[config.mk]
export PLATFORM = sky130hd
export DESIGN_NAME = i2cm_rx_engine
export DESIGN_NICKNAME = d
export VERILOG_FILES = /design/src/rtl/i2cm_rx_pkg.sv /design/src/rtl/i2cm_rx_phase_timer.sv /design/src/rtl/i2cm_rx_buffer.sv /design/src/rtl/i2cm_rx_engine.sv
export SDC_FILE = /design/constraint.sdc
export NUM_CORES = 1
export LEC_CHECK = 0
export BUFFER_PORTS_ARGS = -buffer_cell sky130_fd_sc_hd__buf_2
export CAP_MARGIN = 20
export CORE_MARGIN = 2
export CORE_UTILIZATION = 50
export DETAILED_ROUTE_END_ITERATION = 16
export PLACE_DENSITY_LB_ADDON = 0.1
export SYNTH_ARGS = -nofsm -noshare
export SYNTH_HDL_FRONTEND = slang
export SYNTH_HIERARCHICAL = 1
export SYNTH_SLANG_ARGS = --single-unit
[constraint.sdc]
create_clock -name clk -period 5.5 [get_ports clk]
set_input_delay 0 -clock clk [delete_from_list [all_inputs] [get_ports clk]]
set_output_delay 0 -clock clk [all_outputs]
set_load 0.005 [all_outputs]
[src/rtl/i2cm_rx_pkg.sv]
package i2cm_rx_pkg;

    // Engine phases: timed SCL phases, stretch holds and the stop sequence
    typedef enum logic [2:0] {
        RX_IDLE,
        RX_LO,
        RX_HI,
        RX_STALL,
        RX_HOLD,
        RX_STOP_LO,
        RX_STOP_HI
    } rx_state_e;

endpackage

[src/rtl/i2cm_rx_phase_timer.sv]
module i2cm_rx_phase_timer #(
    parameter int DIV_W = 8
) (
    input  logic             clk,
    input  logic             rst_n,
    input  logic             load_i,
    input  logic [DIV_W-1:0] div_i,
    output logic             expire_o
);

    localparam logic [DIV_W-1:0] DIV_ONE = DIV_W'(1);

    typedef struct packed {
        logic [DIV_W-1:0] cnt;
    } tmr_t;

    tmr_t             r_d, r_q;
    logic [DIV_W-1:0] span;

    always_comb begin
        // a zero divider behaves as one clock per phase
        span = (div_i == '0) ? '0 : div_i - DIV_ONE;
        r_d  = r_q;
        if (load_i) begin
            r_d.cnt = span;
        end else if (r_q.cnt != '0) begin
            r_d.cnt = r_q.cnt - DIV_ONE;
        end
    end

    always_ff @(posedge clk or negedge rst_n) begin
        if (!rst_n) begin
            r_q <= '0;
        end else begin
            r_q <= r_d;
        end
    end

    assign expire_o = (r_q.cnt == '0);

    // a freshly loaded span of more than one clock cannot end at once
    assert_phase_min_R3: assert property (@(posedge clk) disable iff (!rst_n)
        (load_i && div_i > DIV_ONE) |=> !expire_o);

endmodule

[src/rtl/i2cm_rx_buffer.sv]
module i2cm_rx_buffer #(
    parameter int DATA_W = 8
) (
    input  logic              clk,
    input  logic              rst_n,
    input  logic              shift_i,
    input  logic              bit_i,
    input  logic              done_i,
    input  logic              rd_i,
    output logic              room_o,
    output logic [DATA_W-1:0] data_o,
    output logic              rxne_o,
    output logic              btf_o
);

    typedef struct packed {
        logic [DATA_W-1:0] sh;
        logic [DATA_W-1:0] dat;
        logic              full;
        logic              stuck;
    } buf_t;

    buf_t              r_d, r_q;
    logic [DATA_W-1:0] nxt;

    always_comb begin
        r_d    = r_q;
        nxt    = {r_q.sh[DATA_W-2:0], bit_i};
        room_o = !r_q.full || rd_i;
        if (rd_i && r_q.full) begin
            r_d.full = 1'b0;
        end
        if (r_q.stuck && rd_i) begin
            r_d.dat   = r_q.sh;
            r_d.full  = 1'b1;
            r_d.stuck = 1'b0;
        end
        if (shift_i) begin
            r_d.sh = nxt;
        end
        if (done_i) begin
            if (room_o) begin
                r_d.dat  = nxt;
                r_d.full = 1'b1;
            end else begin
                r_d.stuck = 1'b1;
            end
        end
    end

    always_ff @(posedge clk or negedge rst_n) begin
        if (!rst_n) begin
            r_q <= '0;
        end else begin
            r_q <= r_d;
        end
    end

    assign data_o = r_q.dat;
    assign rxne_o = r_q.full;
    assign btf_o  = r_q.stuck;

    assert_btf_needs_rxne_R4: assert property (@(posedge clk) disable iff (!rst_n)
        r_q.stuck |-> r_q.full);

    assert_read_empties_R6: assert property (@(posedge clk) disable iff (!rst_n)
        (rd_i && r_q.full && !r_q.stuck && !done_i) |=> !r_q.full);

    assert_release_R5: assert property (@(posedge clk) disable iff (!rst_n)
        (r_q.stuck && rd_i) |=> (!r_q.stuck && r_q.full));

    assert_no_overwrite_R9: assert property (@(posedge clk) disable iff (!rst_n)
        (done_i && r_q.full && !rd_i) |=> (r_q.stuck && r_q.dat == $past(r_q.dat)));

endmodule

[src/rtl/i2cm_rx_engine.sv]
module i2cm_rx_engine
    import i2cm_rx_pkg::*;
#(
    parameter int DATA_W = 8,
    parameter int DIV_W  = 8
) (
    input  logic              clk,
    input  logic              rst_n,
    input  logic [DIV_W-1:0]  div_i,
    input  logic              arm_i,
    input  logic              ack_en_i,
    input  logic              pos_i,
    input  logic              stop_req_i,
    input  logic              rd_i,
    input  logic              sda_i,
    output logic              scl_o,
    output logic              sda_o,
    output logic [DATA_W-1:0] rdata_o,
    output logic              rxne_o,
    output logic              btf_o
);

    localparam int               BIT_W    = $clog2(DATA_W + 1);
    localparam logic [BIT_W-1:0] ACK_IDX  = BIT_W'(DATA_W);
    localparam logic [BIT_W-1:0] LAST_IDX = BIT_W'(DATA_W - 1);
    localparam logic [BIT_W-1:0] BIT_ONE  = BIT_W'(1);

    typedef struct packed {
        rx_state_e        st;
        logic [BIT_W-1:0] bitn;
        logic             ack_lat;
        logic             nack;
    } ctl_t;

    ctl_t c_d, c_q;
    logic tick, tmr_load, sh_en, sh_done, room, nack_now;

    i2cm_rx_phase_timer #(.DIV_W(DIV_W)) u_timer (
        .clk      (clk),
        .rst_n    (rst_n),
        .load_i   (tmr_load),
        .div_i    (div_i),
        .expire_o (tick)
    );

    i2cm_rx_buffer #(.DATA_W(DATA_W)) u_buf (
        .clk     (clk),
        .rst_n   (rst_n),
        .shift_i (sh_en),
        .bit_i   (sda_i),
        .done_i  (sh_done),
        .rd_i    (rd_i),
        .room_o  (room),
        .data_o  (rdata_o),
        .rxne_o  (rxne_o),
        .btf_o   (btf_o)
    );

    always_comb begin
        c_d      = c_q;
        tmr_load = 1'b0;
        sh_en    = 1'b0;
        sh_done  = 1'b0;
        // POS picks between the live enable and the one latched at byte start
        nack_now = pos_i ? !ack_en_i : !c_q.ack_lat;
        unique case (c_q.st)
            RX_IDLE: begin
                if (arm_i) begin
                    c_d.st      = RX_LO;
                    c_d.bitn    = '0;
                    c_d.ack_lat = ack_en_i;
                    tmr_load    = 1'b1;
                end
            end
            RX_LO: begin
                if (tick) begin
                    c_d.st   = RX_HI;
                    tmr_load = 1'b1;
                end
            end
            RX_HI: begin
                if (tick) begin
                    if (c_q.bitn != ACK_IDX) begin
                        sh_en = 1'b1;
                        if (c_q.bitn == LAST_IDX) begin
                            sh_done = 1'b1;
                            if (room) begin
                                c_d.bitn = ACK_IDX;
                                c_d.nack = nack_now;
                                c_d.st   = RX_LO;
                                tmr_load = 1'b1;
                            end else begin
                                c_d.st = RX_STALL;
                            end
                        end else begin
                            c_d.bitn = c_q.bitn + BIT_ONE;
                            c_d.st   = RX_LO;
                            tmr_load = 1'b1;
                        end
                    end else if (!c_q.nack) begin
                        c_d.bitn    = '0;
                        c_d.ack_lat = ack_en_i;
                        c_d.st      = RX_LO;
                        tmr_load    = 1'b1;
                    end else if (stop_req_i) begin
                        c_d.st   = RX_STOP_LO;
                        tmr_load = 1'b1;
                    end else begin
                        c_d.st = RX_HOLD;
                    end
                end
            end
            RX_STALL: begin
                if (rd_i) begin
                    c_d.bitn = ACK_IDX;
                    c_d.nack = nack_now;
                    c_d.st   = RX_LO;
                    tmr_load = 1'b1;
                end
            end
            RX_HOLD: begin
                if (stop_req_i) begin
                    c_d.st   = RX_STOP_LO;
                    tmr_load = 1'b1;
                end
            end
            RX_STOP_LO: begin
                if (tick) begin
                    c_d.st   = RX_STOP_HI;
                    tmr_load = 1'b1;
                end
            end
            RX_STOP_HI: begin
                if (tick) begin
                    c_d.st = RX_IDLE;
                end
            end
            default: c_d.st = RX_IDLE;
        endcase
    end

    always_ff @(posedge clk or negedge rst_n) begin
        if (!rst_n) begin
            c_q <= '{st: RX_IDLE, bitn: '0, ack_lat: 1'b0, nack: 1'b0};
        end else begin
            c_q <= c_d;
        end
    end

    always_comb begin
        scl_o = (c_q.st == RX_IDLE) || (c_q.st == RX_HI) || (c_q.st == RX_STOP_HI);
        if ((c_q.st == RX_LO || c_q.st == RX_HI) && c_q.bitn == ACK_IDX) begin
            sda_o = c_q.nack;
        end else if (c_q.st == RX_STOP_LO || c_q.st == RX_STOP_HI) begin
            sda_o = 1'b0;
        end else begin
            sda_o = 1'b1;
        end
    end

    assert_stretch_low_R4: assert property (@(posedge clk) disable iff (!rst_n)
        btf_o |-> !scl_o);

    assert_no_clock_unarmed_R1: assert property (@(posedge clk) disable iff (!rst_n)
        ($fell(scl_o) && $past(c_q.st) == RX_IDLE) |-> $past(arm_i));

    assert_sda_steady_high_R7: assert property (@(posedge clk) disable iff (!rst_n)
        (c_q.st == RX_HI && $past(c_q.st) == RX_HI) |-> $stable(sda_o));

    assert_stop_edge_R8: assert property (@(posedge clk) disable iff (!rst_n)
        (c_q.st == RX_STOP_HI && tick) |=> (scl_o && sda_o && !$past(sda_o)));

endmodule

==> key figures <==
Outcome
  • Outcome: completed

STA
  • Final hold slack: roughly 0.061 ns
  • Top achievable clock speed: 0.389 GHz
  • Clock Skew: approximately 0.0063 ns
  • Final Setup Violations: 0
  • Hold Vio Cnt, Final: 0
  • Final cycle utilization of the critical path: 0.468
  • Slew Limit Fails: 0
  • Slew headroom: 0.490
  • RSZ-0062 raised after global routing: no
  • Worst Max-Slew Pin Slew: between 0.7 and 0.8 ns
  • Minimum clock period: 2.57 ns
  • Fin Setup TNS: 0 ns
  • Final worst setup slack: approximately 2.9 ns

Clock tree
  • Num Clock Sinks: 35
  • CTS Buf Count: 5
  • Clock Tree Buf Depth: 2
  • CTS tree: yes
  • Clk_lat worst skew: 0.28 ns
  • Clock root cell: clkbuf_8
  • H-tree depth: 2
  • # resized after CTS: 0
  • Clk slew on worst S/H paths: 0.06 ns

Logic synthesis
  • Simple-Gate Fraction of Synth Area: 0.202
  • YS warnings: 6
  • FFs w/ async S/R, synth: 1.00
  • Distinct cells, synth: 59
  • Ys flop type: dfrtp_1
  • Post-synth top area share: 0.386
  • Adder-Cell Fraction of Synth Area: 0.0276
  • Mapped Cells: 226
  • Mapped Nets: 247
  • Post-synthesis register bit count: 35
  • Mux cell area share after synthesis: 0.135
  • XOR/XNOR Fraction of Synth Area: 0.0270
  • Seq/Total Area, Yosys: 0.386
  • Largest family of logic cells by synthesized area: simple AND/OR/NAND/NOR gates
  • Top cells by area, synth: dfrtp_1 39%, mux2i_1 7.5%, mux2_1 3.5%, o21ai_2 3.5%, buf_4 3.0%
  • Dominant cell type by area after synthesis: dfrtp_1
  • Post-Synthesis Cell Area: 2270 sq um
  • Number of synthesized flops with an enable pin: 0
  • Post-synthesis compound-gate area fraction: 0.151
  • Avg Inst Size Synth: 10.0 sq um

Route
  • Vias: 1725
  • Drt pass-1 iters: 4
  • Initial DRC Count: 64
  • DR DRC count: 0
  • Vias per inst: 5.77
  • WL final: 4230 um
  • DR WL/cell: 14.1 um
  • ANT nets after route: 0

Cells and area
  • Area of the multi-input gates: 1230 sq um
  • Nets@finish: roughly 270
  • Syn-to-layout area delta: 10.1%
  • Most common cell after layout, fill and taps aside: dfrtp_1
  • Share of layout cells above drive strength 1: 0.243
  • Antenna diode count: 0
  • Layout fillers: roughly 380
  • Finished Cell Area: 2500 sq um
  • Non-filler cells, final: between 200 and 300
  • Most frequent cells in the layout: 35 x dfrtp_1, 27 x buf_2, 17 x mux2i_1
  • Sequential cell area: 876 sq um

Setup path
  • Critical Path AT: 2.74 ns
  • Critical Path Start Type: flop
  • Crit path kind: flop to flop
  • Crit end category: flop
  • Critical Path Fanout Max: 13
  • CP required: 5.67 ns

GRT
  • All-Layer GR Usage: 0.187
  • Initial antenna violation count: 0
  • First-pass GRT wire length: about 7700 um
  • Vias in the first global route: 1691
  • GRT overflow: 0
  • Pin count of the biggest net entering global routing: 36

Die
  • Starting Density: 0.521
  • Die Span Y: 71.4 um
  • Ports: 28
  • CORE AREA: 4350 sq um
  • DIE AREA: 5090 sq um
  • Chip Width: 71.4 um
  • Cell Rows: 24

Placed design
  • Place WS: 2.92 ns
  • Final Wtd Congestion: 0.814
  • Dpl cell area: 2350 sq um
  • Placed Instances: 286
  • DP HPWL: 3030 um
  • Port Buf Inserts: 27

Job
  • Max-cap violations: 0

Worst hold path
  • Hold Crit Class: primary input to flop

Power and ir drop
  • P_leak: 1.21 nW
  • PwrDens: a little under 200 nW/um^2
  • Max rail drop VDD: 0.0999 mV
[worst max-delay path, cell delays in order, from the launching register on]
cell	delay, ns
dfrtp_1	0.40
or4_4	0.57
nor3_4	0.45
inv_1	0.11
nor2_1	0.52
mux2_2	0.40
[registers in the layout, indices dropped and copies added (netlist names)]
signal        count
c_q               9
u_buf/data_o      8
u_timer/r_q       8
u_buf/nxt         7
u_buf/btf_o       1
u_buf/r_q         1
u_buf/rxne_o      1
[stage by stage]
step,total power [W],utilization
finish,0.000485,0.574
global route,0.000504,0.574
CTS,0.000491,0.574
detailed placement,0.000286,0.539
global placement,0.000286,0.539
floorplan,0.000270,-
[metal layers]
layer,global-route usage,part of all wire,vias up
li1,-,-,863
met1,0.253,0.49,814
met2,0.301,0.46,42
met3,0.0478,0.048,6
met4,0.0482,0.0076,0
met5,0,0,-
[where the power goes]
group          internal (W)  switching (W)  leakage, nW  total (W)
Combinational     0.0000109      0.0000141        0.711  0.0000250
Sequential         0.000258    0.000000351        0.450   0.000258
Clock              0.000114      0.0000873       0.0515   0.000202
Total              0.000383       0.000102         1.21   0.000485
[final timing paths]
kind                            cells past startpoint             end      startpoint  slack, ns
worst max-delay path                                5   u_buf/r_q[17]  u_timer/r_q[6]       2.93
worst max register to register                      5   u_buf/r_q[17]  u_timer/r_q[6]       2.93
min in group asynchronous                           2          c_q[4]           rst_n       0.33
worst min register to register                      1          c_q[1]          c_q[1]       0.51
worst min-delay path                                3  u_timer/r_q[5]        div_i[5]       0.06
max in group asynchronous                           2  u_timer/r_q[2]           rst_n       4.68
[logic make-up (layout without fill, tap and decap cells)]
group | Yosys count | count (layout)
multiplexers | 29 | 29
buffers and inverters | 30 | 51
XOR/XNOR | 7 | 7
AND/OR/NAND/NOR | 73 | 73
AO/OA/AOI/OAI | 47 | 47
flip-flops | 35 | 35
adder cells (fa/ha/maj) | 5 | 5
[cells in the mapped netlist, types with 3 or more instances]
library cell  count
ha_1              5
nand2_1          10
nand2b_1          3
buf_4             9
inv_1            10
xnor2_1           6
mux2_2            5
o22ai_1           4
mux2i_1          17
nor3b_1           3
nor2_1           13
o21ai_2           9
o32ai_1           3
buf_2             7
a211oi_1          3
nor3_1            5
nand3_1          12
a21oi_1          11
dfrtp_1          35
mux2_1            7
nand3b_1          5
[area by class of cell]
type,count,share of cell area
multi-input combinational,161,0.493
timing repair buffer,32,0.0741
tap,52,0.0260
clock buffer,8,0.0401
inverter,11,0.0165
sequential,35,0.351
[timing repair]
item / in CTS / in global routing
endpoints found under the hold margin: 40 / 0
setup buffers: 0 / 0
hold buffers: 5 / 0
Power figures use the tool's default switching activity.
